`src/rtl/pba_pkg.sv`:
```
package pba_pkg;
  typedef enum logic [2:0] {
    OP_NOP     = 3'd0,
    OP_ALLOC   = 3'd1,
    OP_RESET   = 3'd2,
    OP_FREE    = 3'd3,
    OP_RELEASE = 3'd4,
    OP_ENQ     = 3'd5
  } pba_op_e;
endpackage

```
`src/rtl/pba_page_pick.sv`:
```
// Selects the lowest-indexed free pages up to the requested count.
module pba_page_pick #(
  parameter int N  = 32,
  parameter int CW = $clog2(N + 1)
) (
  input  logic [N-1:0]  free_map,
  input  logic [CW-1:0] need,
  output logic [N-1:0]  grant,
  output logic          ok
);
  localparam logic [CW-1:0] ONE = CW'(1);
  logic [CW-1:0] taken;

  always_comb begin
    grant = '0;
    taken = '0;
    for (int i = 0; i < N; i++) begin
      if (free_map[i] && (taken < need)) begin
        grant[i] = 1'b1;
        taken    = taken + ONE;
      end
    end
    ok = (taken == need);
  end
endmodule

```
`src/rtl/pba_lowest_free.sv`:
```
// Priority pick of the lowest set bit of a map.
module pba_lowest_free #(
  parameter int N = 32,
  parameter int W = $clog2(N)
) (
  input  logic [N-1:0] map,
  output logic [W-1:0] idx,
  output logic         any
);
  always_comb begin
    idx = '0;
    for (int i = N - 1; i >= 0; i--) begin
      if (map[i]) idx = W'(i);
    end
    any = |map;
  end
endmodule

```
`src/rtl/pba_fifo.sv`:
```
module pba_fifo #(
  parameter int DEPTH = 32,
  parameter int W     = 5
) (
  input  logic         clk,
  input  logic         rst_n,
  input  logic         clear,
  input  logic         push,
  input  logic [W-1:0] push_data,
  input  logic         pop,
  output logic [W-1:0] head,
  output logic         empty,
  output logic         full
);
  localparam int PW = $clog2(DEPTH);
  localparam int CW = $clog2(DEPTH + 1);

  logic [W-1:0]  mem [DEPTH];
  logic [PW-1:0] wr_q, rd_q, wr_n, rd_n;
  logic [CW-1:0] cnt_q, cnt_n;
  logic          do_push, do_pop;

  assign empty   = (cnt_q == '0);
  assign full    = (cnt_q == CW'(DEPTH));
  assign do_push = push && !full;
  assign do_pop  = pop && !empty;
  assign head    = mem[rd_q];

  always_comb begin
    wr_n  = wr_q;
    rd_n  = rd_q;
    cnt_n = cnt_q;
    if (clear) begin
      wr_n  = '0;
      rd_n  = '0;
      cnt_n = '0;
    end else begin
      if (do_push) wr_n = wr_q + PW'(1);
      if (do_pop)  rd_n = rd_q + PW'(1);
      if (do_push && !do_pop) cnt_n = cnt_q + CW'(1);
      if (do_pop && !do_push) cnt_n = cnt_q - CW'(1);
    end
  end

  always_ff @(posedge clk or negedge rst_n) begin
    if (!rst_n) begin
      wr_q  <= '0;
      rd_q  <= '0;
      cnt_q <= '0;
    end else begin
      wr_q  <= wr_n;
      rd_q  <= rd_n;
      cnt_q <= cnt_n;
    end
  end

  always_ff @(posedge clk) begin
    if (do_push && !clear) mem[wr_q] <= push_data;
  end


  q_push_fill_chk: assert property (@(posedge clk) disable iff (!rst_n)
    (do_push && !do_pop && !clear) |=> !empty);
endmodule

```
`src/rtl/pbuf_page_alloc.sv`:
```
module pbuf_page_alloc #(
  parameter int PAGE_BYTES = 256,
  parameter int RAM_BYTES  = 8192,
  parameter int NUM_PKTS   = 32,
  parameter int BUSY_CYC   = 4
) (
  input  logic       clk,
  input  logic       rst_n,
  input  logic       cmd_valid,
  input  logic [2:0] cmd_op,
  input  logic [4:0] cmd_arg,
  input  logic [4:0] sel_pkt,
  input  logic       rx_push,
  input  logic [4:0] rx_pkt,
  input  logic       tx_pop,
  input  logic       irq_en,
  input  logic       alloc_ack,
  output logic       busy,
  output logic [4:0] alloc_pkt,
  output logic       alloc_fail,
  output logic       alloc_int,
  output logic       alloc_irq,
  output logic [5:0] free_pages,
  output logic       rx_empty,
  output logic [4:0] tx_head,
  output logic       tx_empty
);
  import pba_pkg::*;

  localparam int NUM_PAGES = RAM_BYTES / PAGE_BYTES;
  localparam int PKT_W     = $clog2(NUM_PKTS);
  localparam int CNT_W     = $clog2(NUM_PAGES + 1);
  localparam int BSY_W     = $clog2(BUSY_CYC + 1);

  // reset: asynchronous assert, synchronous release
  logic rst_s1, rst_q_n;
  always_ff @(posedge clk or negedge rst_n) begin
    if (!rst_n) begin
      rst_s1  <= 1'b0;
      rst_q_n <= 1'b0;
    end else begin
      rst_s1  <= 1'b1;
      rst_q_n <= rst_s1;
    end
  end

  logic [NUM_PAGES-1:0] page_free, page_free_n;
  logic [NUM_PKTS-1:0]  pkt_free, pkt_free_n;
  logic [NUM_PAGES-1:0] pkt_pages [NUM_PKTS];
  logic [NUM_PAGES-1:0] pkt_pages_n [NUM_PKTS];
  logic                 pend_q, pend_n, retry_q, retry_n;
  logic [CNT_W-1:0]     pend_need_q, pend_need_n;
  logic [PKT_W-1:0]     res_pkt_q, res_pkt_n;
  logic                 fail_q, fail_n, int_q, int_n;
  logic [BSY_W-1:0]     busy_cnt, busy_cnt_n;

  pba_op_e          op;
  logic             acc, is_alloc, is_reset, free_en, try_alloc, ok;
  logic [CNT_W-1:0] try_need;
  logic [NUM_PAGES-1:0] grant;
  logic             pg_ok, pkt_any;
  logic [PKT_W-1:0] pkt_idx, free_idx, rx_head;
  logic             rx_full, tx_full, rx_q_empty;

  assign op        = pba_op_e'(cmd_op);
  assign acc       = cmd_valid && (busy_cnt == '0);
  assign is_alloc  = acc && (op == OP_ALLOC);
  assign is_reset  = acc && (op == OP_RESET);
  assign free_en   = acc && ((op == OP_FREE) || ((op == OP_RELEASE) && !rx_q_empty));
  assign free_idx  = (op == OP_FREE) ? sel_pkt : rx_head;
  assign try_alloc = is_alloc || (pend_q && retry_q);
  assign try_need  = is_alloc ? (CNT_W'(cmd_arg) + CNT_W'(1)) : pend_need_q;
  assign ok        = pg_ok && pkt_any;

  pba_page_pick #(.N(NUM_PAGES), .CW(CNT_W)) u_pick (
    .free_map(page_free), .need(try_need), .grant(grant), .ok(pg_ok));

  pba_lowest_free #(.N(NUM_PKTS), .W(PKT_W)) u_pnum (
    .map(pkt_free), .idx(pkt_idx), .any(pkt_any));

  pba_fifo #(.DEPTH(NUM_PKTS), .W(PKT_W)) u_rxq (
    .clk(clk), .rst_n(rst_q_n), .clear(is_reset),
    .push(rx_push && !rx_full), .push_data(rx_pkt),
    .pop(acc && (op == OP_RELEASE)), .head(rx_head),
    .empty(rx_q_empty), .full(rx_full));

  pba_fifo #(.DEPTH(NUM_PKTS), .W(PKT_W)) u_txq (
    .clk(clk), .rst_n(rst_q_n), .clear(is_reset),
    .push(acc && (op == OP_ENQ) && !tx_full), .push_data(sel_pkt),
    .pop(tx_pop), .head(tx_head), .empty(tx_empty), .full(tx_full));

  always_comb begin
    page_free_n = page_free;
    pkt_free_n  = pkt_free;
    pkt_pages_n = pkt_pages;
    pend_n      = pend_q;
    pend_need_n = pend_need_q;
    res_pkt_n   = res_pkt_q;
    fail_n      = fail_q;
    retry_n     = 1'b0;
    int_n       = alloc_ack ? 1'b0 : int_q;
    busy_cnt_n  = (busy_cnt != '0) ? busy_cnt - BSY_W'(1) : '0;
    if (acc) busy_cnt_n = BSY_W'(BUSY_CYC);

    if (is_reset) begin
      page_free_n = '1;
      pkt_free_n  = '1;
      for (int k = 0; k < NUM_PKTS; k++) pkt_pages_n[k] = '0;
      pend_n    = 1'b0;
      fail_n    = 1'b0;
      res_pkt_n = '0;
    end else if (free_en) begin
      page_free_n           = page_free | pkt_pages[free_idx];
      pkt_free_n[free_idx]  = 1'b1;
      pkt_pages_n[free_idx] = '0;
      retry_n               = 1'b1;
    end else if (try_alloc) begin
      if (ok) begin
        page_free_n          = page_free & ~grant;
        pkt_free_n[pkt_idx]  = 1'b0;
        pkt_pages_n[pkt_idx] = grant;
        res_pkt_n            = pkt_idx;
        fail_n               = 1'b0;
        pend_n               = 1'b0;
        int_n                = 1'b1;
      end else begin
        fail_n      = 1'b1;
        pend_n      = 1'b1;
        pend_need_n = try_need;
      end
    end
  end

  always_ff @(posedge clk or negedge rst_q_n) begin
    if (!rst_q_n) begin
      page_free   <= '1;
      pkt_free    <= '1;
      for (int k = 0; k < NUM_PKTS; k++) pkt_pages[k] <= '0;
      pend_q      <= 1'b0;
      pend_need_q <= '0;
      res_pkt_q   <= '0;
      fail_q      <= 1'b0;
      int_q       <= 1'b0;
      retry_q     <= 1'b0;
      busy_cnt    <= '0;
    end else begin
      page_free   <= page_free_n;
      pkt_free    <= pkt_free_n;
      pkt_pages   <= pkt_pages_n;
      pend_q      <= pend_n;
      pend_need_q <= pend_need_n;
      res_pkt_q   <= res_pkt_n;
      fail_q      <= fail_n;
      int_q       <= int_n;
      retry_q     <= retry_n;
      busy_cnt    <= busy_cnt_n;
    end
  end

  assign busy       = (busy_cnt != '0);
  assign alloc_pkt  = res_pkt_q;
  assign alloc_fail = fail_q;
  assign alloc_int  = int_q;
  assign alloc_irq  = int_q && irq_en;
  assign free_pages = CNT_W'($countones(page_free));
  assign rx_empty   = rx_q_empty;


  busy_start_chk: assert property (@(posedge clk) disable iff (!rst_q_n)
    $rose(busy) |-> $past(cmd_valid));

  busy_count_chk: assert property (@(posedge clk) disable iff (!rst_q_n)
    (busy_cnt != '0) |=> (busy_cnt == $past(busy_cnt) - BSY_W'(1)));

  fail_hold_chk: assert property (@(posedge clk) disable iff (!rst_q_n)
    ($past(is_alloc) && alloc_fail) |-> (page_free == $past(page_free)));

  int_success_chk: assert property (@(posedge clk) disable iff (!rst_q_n)
    $rose(alloc_int) |-> !alloc_fail);

  reset_pool_chk: assert property (@(posedge clk) disable iff (!rst_q_n)
    $past(is_reset) |-> (free_pages == CNT_W'(NUM_PAGES)));
endmodule

```
`config.mk`:
```
export PLATFORM = sky130hd
export DESIGN_NAME = pbuf_page_alloc
export DESIGN_NICKNAME = d
export VERILOG_FILES = /design/src/rtl/pba_pkg.sv /design/src/rtl/pba_page_pick.sv /design/src/rtl/pba_lowest_free.sv /design/src/rtl/pba_fifo.sv /design/src/rtl/pbuf_page_alloc.sv
export SDC_FILE = /design/constraint.sdc
export NUM_CORES = 2
export LEC_CHECK = 0
export CORE_ASPECT_RATIO = 1.2
export CORE_UTILIZATION = 50
export DETAILED_ROUTE_END_ITERATION = 10
export HOLD_SLACK_MARGIN = 0.05
export PLACE_DENSITY = 0.65
export SYNTH_ARGS = -nofsm -noshare
export SYNTH_HDL_FRONTEND = slang
export SYNTH_HIERARCHICAL = 1
export SYNTH_SLANG_ARGS = --single-unit
```
`constraint.sdc`:
```
create_clock -name clk -period 43.8 [get_ports clk]
set_input_delay 8.76 -clock clk [delete_from_list [all_inputs] [get_ports clk]]
set_output_delay 8.76 -clock clk [all_outputs]
set_load 0.05 [all_outputs]
```
==> flow_summary.json <==
{
  "r2r_cells": 316,
  "setup_viol": 1101,
  "ys.flop_type": "dfrtp_1",
  "die_area_um2": 155000,
  "cp.required_ns": 44.56,
  "num_io_pins": 47,
  "synth_edf_count": 320,
  "slew_viol_final": 7,
  "gp_congestion": 0.9784,
  "drc": 0,
  "layout_common_cells": "dfrtp_1, a22o_1, buf_4",
  "core_area_um2": 152400,
  "cp_slowest_cell": "or4_4",
  "end_kind": "register",
  "io_buffers": 46,
  "grt_max_degree": 169,
  "dpl.hpwl_um": 177800,
  "track_usage_pct": 36.01,
  "avgSynthCellArea_um2": 11.19,
  "critPathMaxFanout": 9,
  "r2r_start": "busy_cnt[1]$_DFF_PN0_",
  "synth_area_um2": 76700,
  "finClkSkew_ns": 0.04556,
  "fin_ws_ns": -16.76,
  "cts_buffer_depth": 3,
  "r2r_slack_ns": -9.52,
  "tightest_slew_ns": 1.809,
  "syn_inst": 6857,
  "clock_latency_ns": 0.83,
  "clock.fmax_mhz": 16.51,
  "synth_cell_types": 121,
  "grt_pass1_vias": 63510,
  "ant_nets": 0,
  "violations": "max-capacitance violations, max-slew violations, negative setup slack",
  "wl_um": 287400,
  "die_w_um": 359.5,
  "criticalPathCategory": "input pin to register",
  "avgViaCountPerCell": 6.651,
  "cts_buffers": 149,
  "start_util_pct": 50.32,
  "period_needed_ns": 60.56,
  "ys_seq_elements": 1459,
  "htree_levels": 4,
  "period_share_pct": 138.3,
  "final_layout_size_suffix_gt1_share_pct": 27.88,
  "grt_antenna_before_repair": 10,
  "layout_commonest_cell": "dfrtp_1",
  "cts_tree": "built",
  "synthArstFlopShare_pct": 78.07,
  "cts_hold_buffers": 0,
  "core.rowCount": 157,
  "status": "finished, violations left",
  "cp_common_cell": "buf_4",
  "seq_area_frac_synth_pct": 49.79,
  "grt_overflow": 0,
  "fin_nets": 7831,
  "first_pass_iters": 7,
  "critical_path_buf_inv_count": 48,
  "wl_per_cell_um": 29.64,
  "timing.rr.end": "pkt_pages[809]$_DFFE_PN0P_",
  "root_buffer": "clkbuf_16",
  "worstPathArrival_ns": 61.32,
  "cp-start-kind": "input pin",
  "clk_pin_slew_ns": 0.06,
  "clock_sink_count": 1459,
  "hold_viol": 0,
  "yosysWarnings": 6,
  "maxSlewHeadroom_pct": -21.14,
  "rsz0062_at_grt": "yes",
  "drv_cap": 4,
  "die_h_um": 431.1,
  "via_count": 64490,
  "slowest_delay_ns": 0.60,
  "area_growth_pct": 25.31,
  "hold_class": "register to asynchronous set/reset pin",
  "grt_pass1_wl_um": 418100,
  "tns_ns": -18304.70,
  "critical_path.top_delay_family": "simple AND/OR/NAND/NOR gates",
  "drt_iter0_markers": 8060
}
-- timing repair --
action                      CTS  global route
gates cloned                 34            21
setup buffers               187            70
setup endpoints to repair  1101          1101
gates resized for setup     230           213
pin swaps                   215           239
-- kinds of logic after synthesis --
kind of cell | share of synthesized area, %
xor gates and xnor gates | 1.992
and+or+nand+nor | 11.76
DFF | 49.79
buffers and inverters | 4.067
other | 0.009791
AOI/OAI and AO/OA | 18.87
adders and majority gates | 3.876
muxes | 9.634
-- layout make-up --
type                    instances  area (um2)
diodes                          4       10.01
multi-input cells            4688       38200
well taps                    1987        2486
clock inverters                51       631.9
repair buffers               1149       11700
clock buffers                 221        4364
fillers                     11720       56330
inverters                     137       519.2
flip-flops and latches       1459       38200
-- Yosys cell counts (52+ instances only) --
cell,n,area (um2)
a22o_1,900,7883
xnor2_1,59,516.8
o21ai_0,189,945.9
ha_1,196,2452
mux2i_1,243,2432
mux4_2,168,3784
nand2_1,867,3254
edfxtp_1,320,9609
a221o_1,57,570.6
nand3_1,404,2022
mux2_2,58,653.1
clkbuf_1,276,1036
nor2_1,263,987.2
and2_1,54,337.8
a21oi_1,383,1917
buf_2,245,1226
a31oi_1,52,325.3
dfrtp_1,1075,26900
dfstp_2,64,1682
inv_1,128,480.5
-- layer usage --
metal	GRT usage (%)	wire, um	part of all wire, %
met1	45.78	107100	37
met3	8.906	29160	10
met2	54.54	127900	44
met5	0	50	0.017
met4	24.44	23250	8.1
-- sequential cells by signal, summed over array words and instances (netlist names), 3 cells and up --
register	flops
pkt_pages	1024
u_rxq/mem	160
u_txq/mem	160
page_free	32
pkt_free	32
pend_need_q	6
u_rxq/cnt_q	6
u_txq/cnt_q	6
alloc_pkt	5
u_rxq/rd_q	5
u_rxq/wr_q	5
u_txq/rd_q	5
u_txq/wr_q	5
busy_cnt	3
-- worst reg2reg max path: cells and delay by family (launching register included) --
kind	cells	cell delay [ns]
DFF	1	0.38
and+or+nand+nor	120	20.06
adders and majority gates	32	7.89
xor gates and xnor gates	22	4.39
muxes	6	1.66
buffers and inverters	47	5.92
AOI/OAI and AO/OA	89	12.96
-- metrics by stage --
step                      util, %  instance area [um2]  setup WS, ns  instances  hold WS [ns]
after detailed placement    56.43                86020        -17.39       9122        0.3426
after global placement      56.43                86020        -15.85       9122        0.3328
after floorplan                 -                77990        -16.83       6860        0.3312
after global routing        63.04                96100        -19.61       9692        0.3614
after CTS                   61.89                94340        -15.17       9614        0.3573
final                       63.05                96110        -16.76       9696        0.3242
-- worst max-delay path by stage --
stage,endpoint,slack (ns),cells past startpoint,start
2_1_floorplan,page_free[20]$_DFFE_PN1P_,-16.83,325,cmd_valid
3_3_place_gp,pkt_pages[29]$_DFFE_PN0P_,-15.85,311,cmd_valid
3_5_place_dp,pkt_pages[532]$_DFFE_PN0P_,-17.39,313,cmd_valid
4_1_cts,pkt_pages[13]$_DFFE_PN0P_,-15.17,320,cmd_op[0]
5_1_grt,pkt_pages[147]$_DFFE_PN0P_,-19.61,326,cmd_valid
6_report,pkt_pages[809]$_DFFE_PN0P_,-16.76,315,cmd_valid
Power is left out: the tool's default activity adds up to more than one toggle a clock period on the data nets, which glitch-free logic cannot reach.
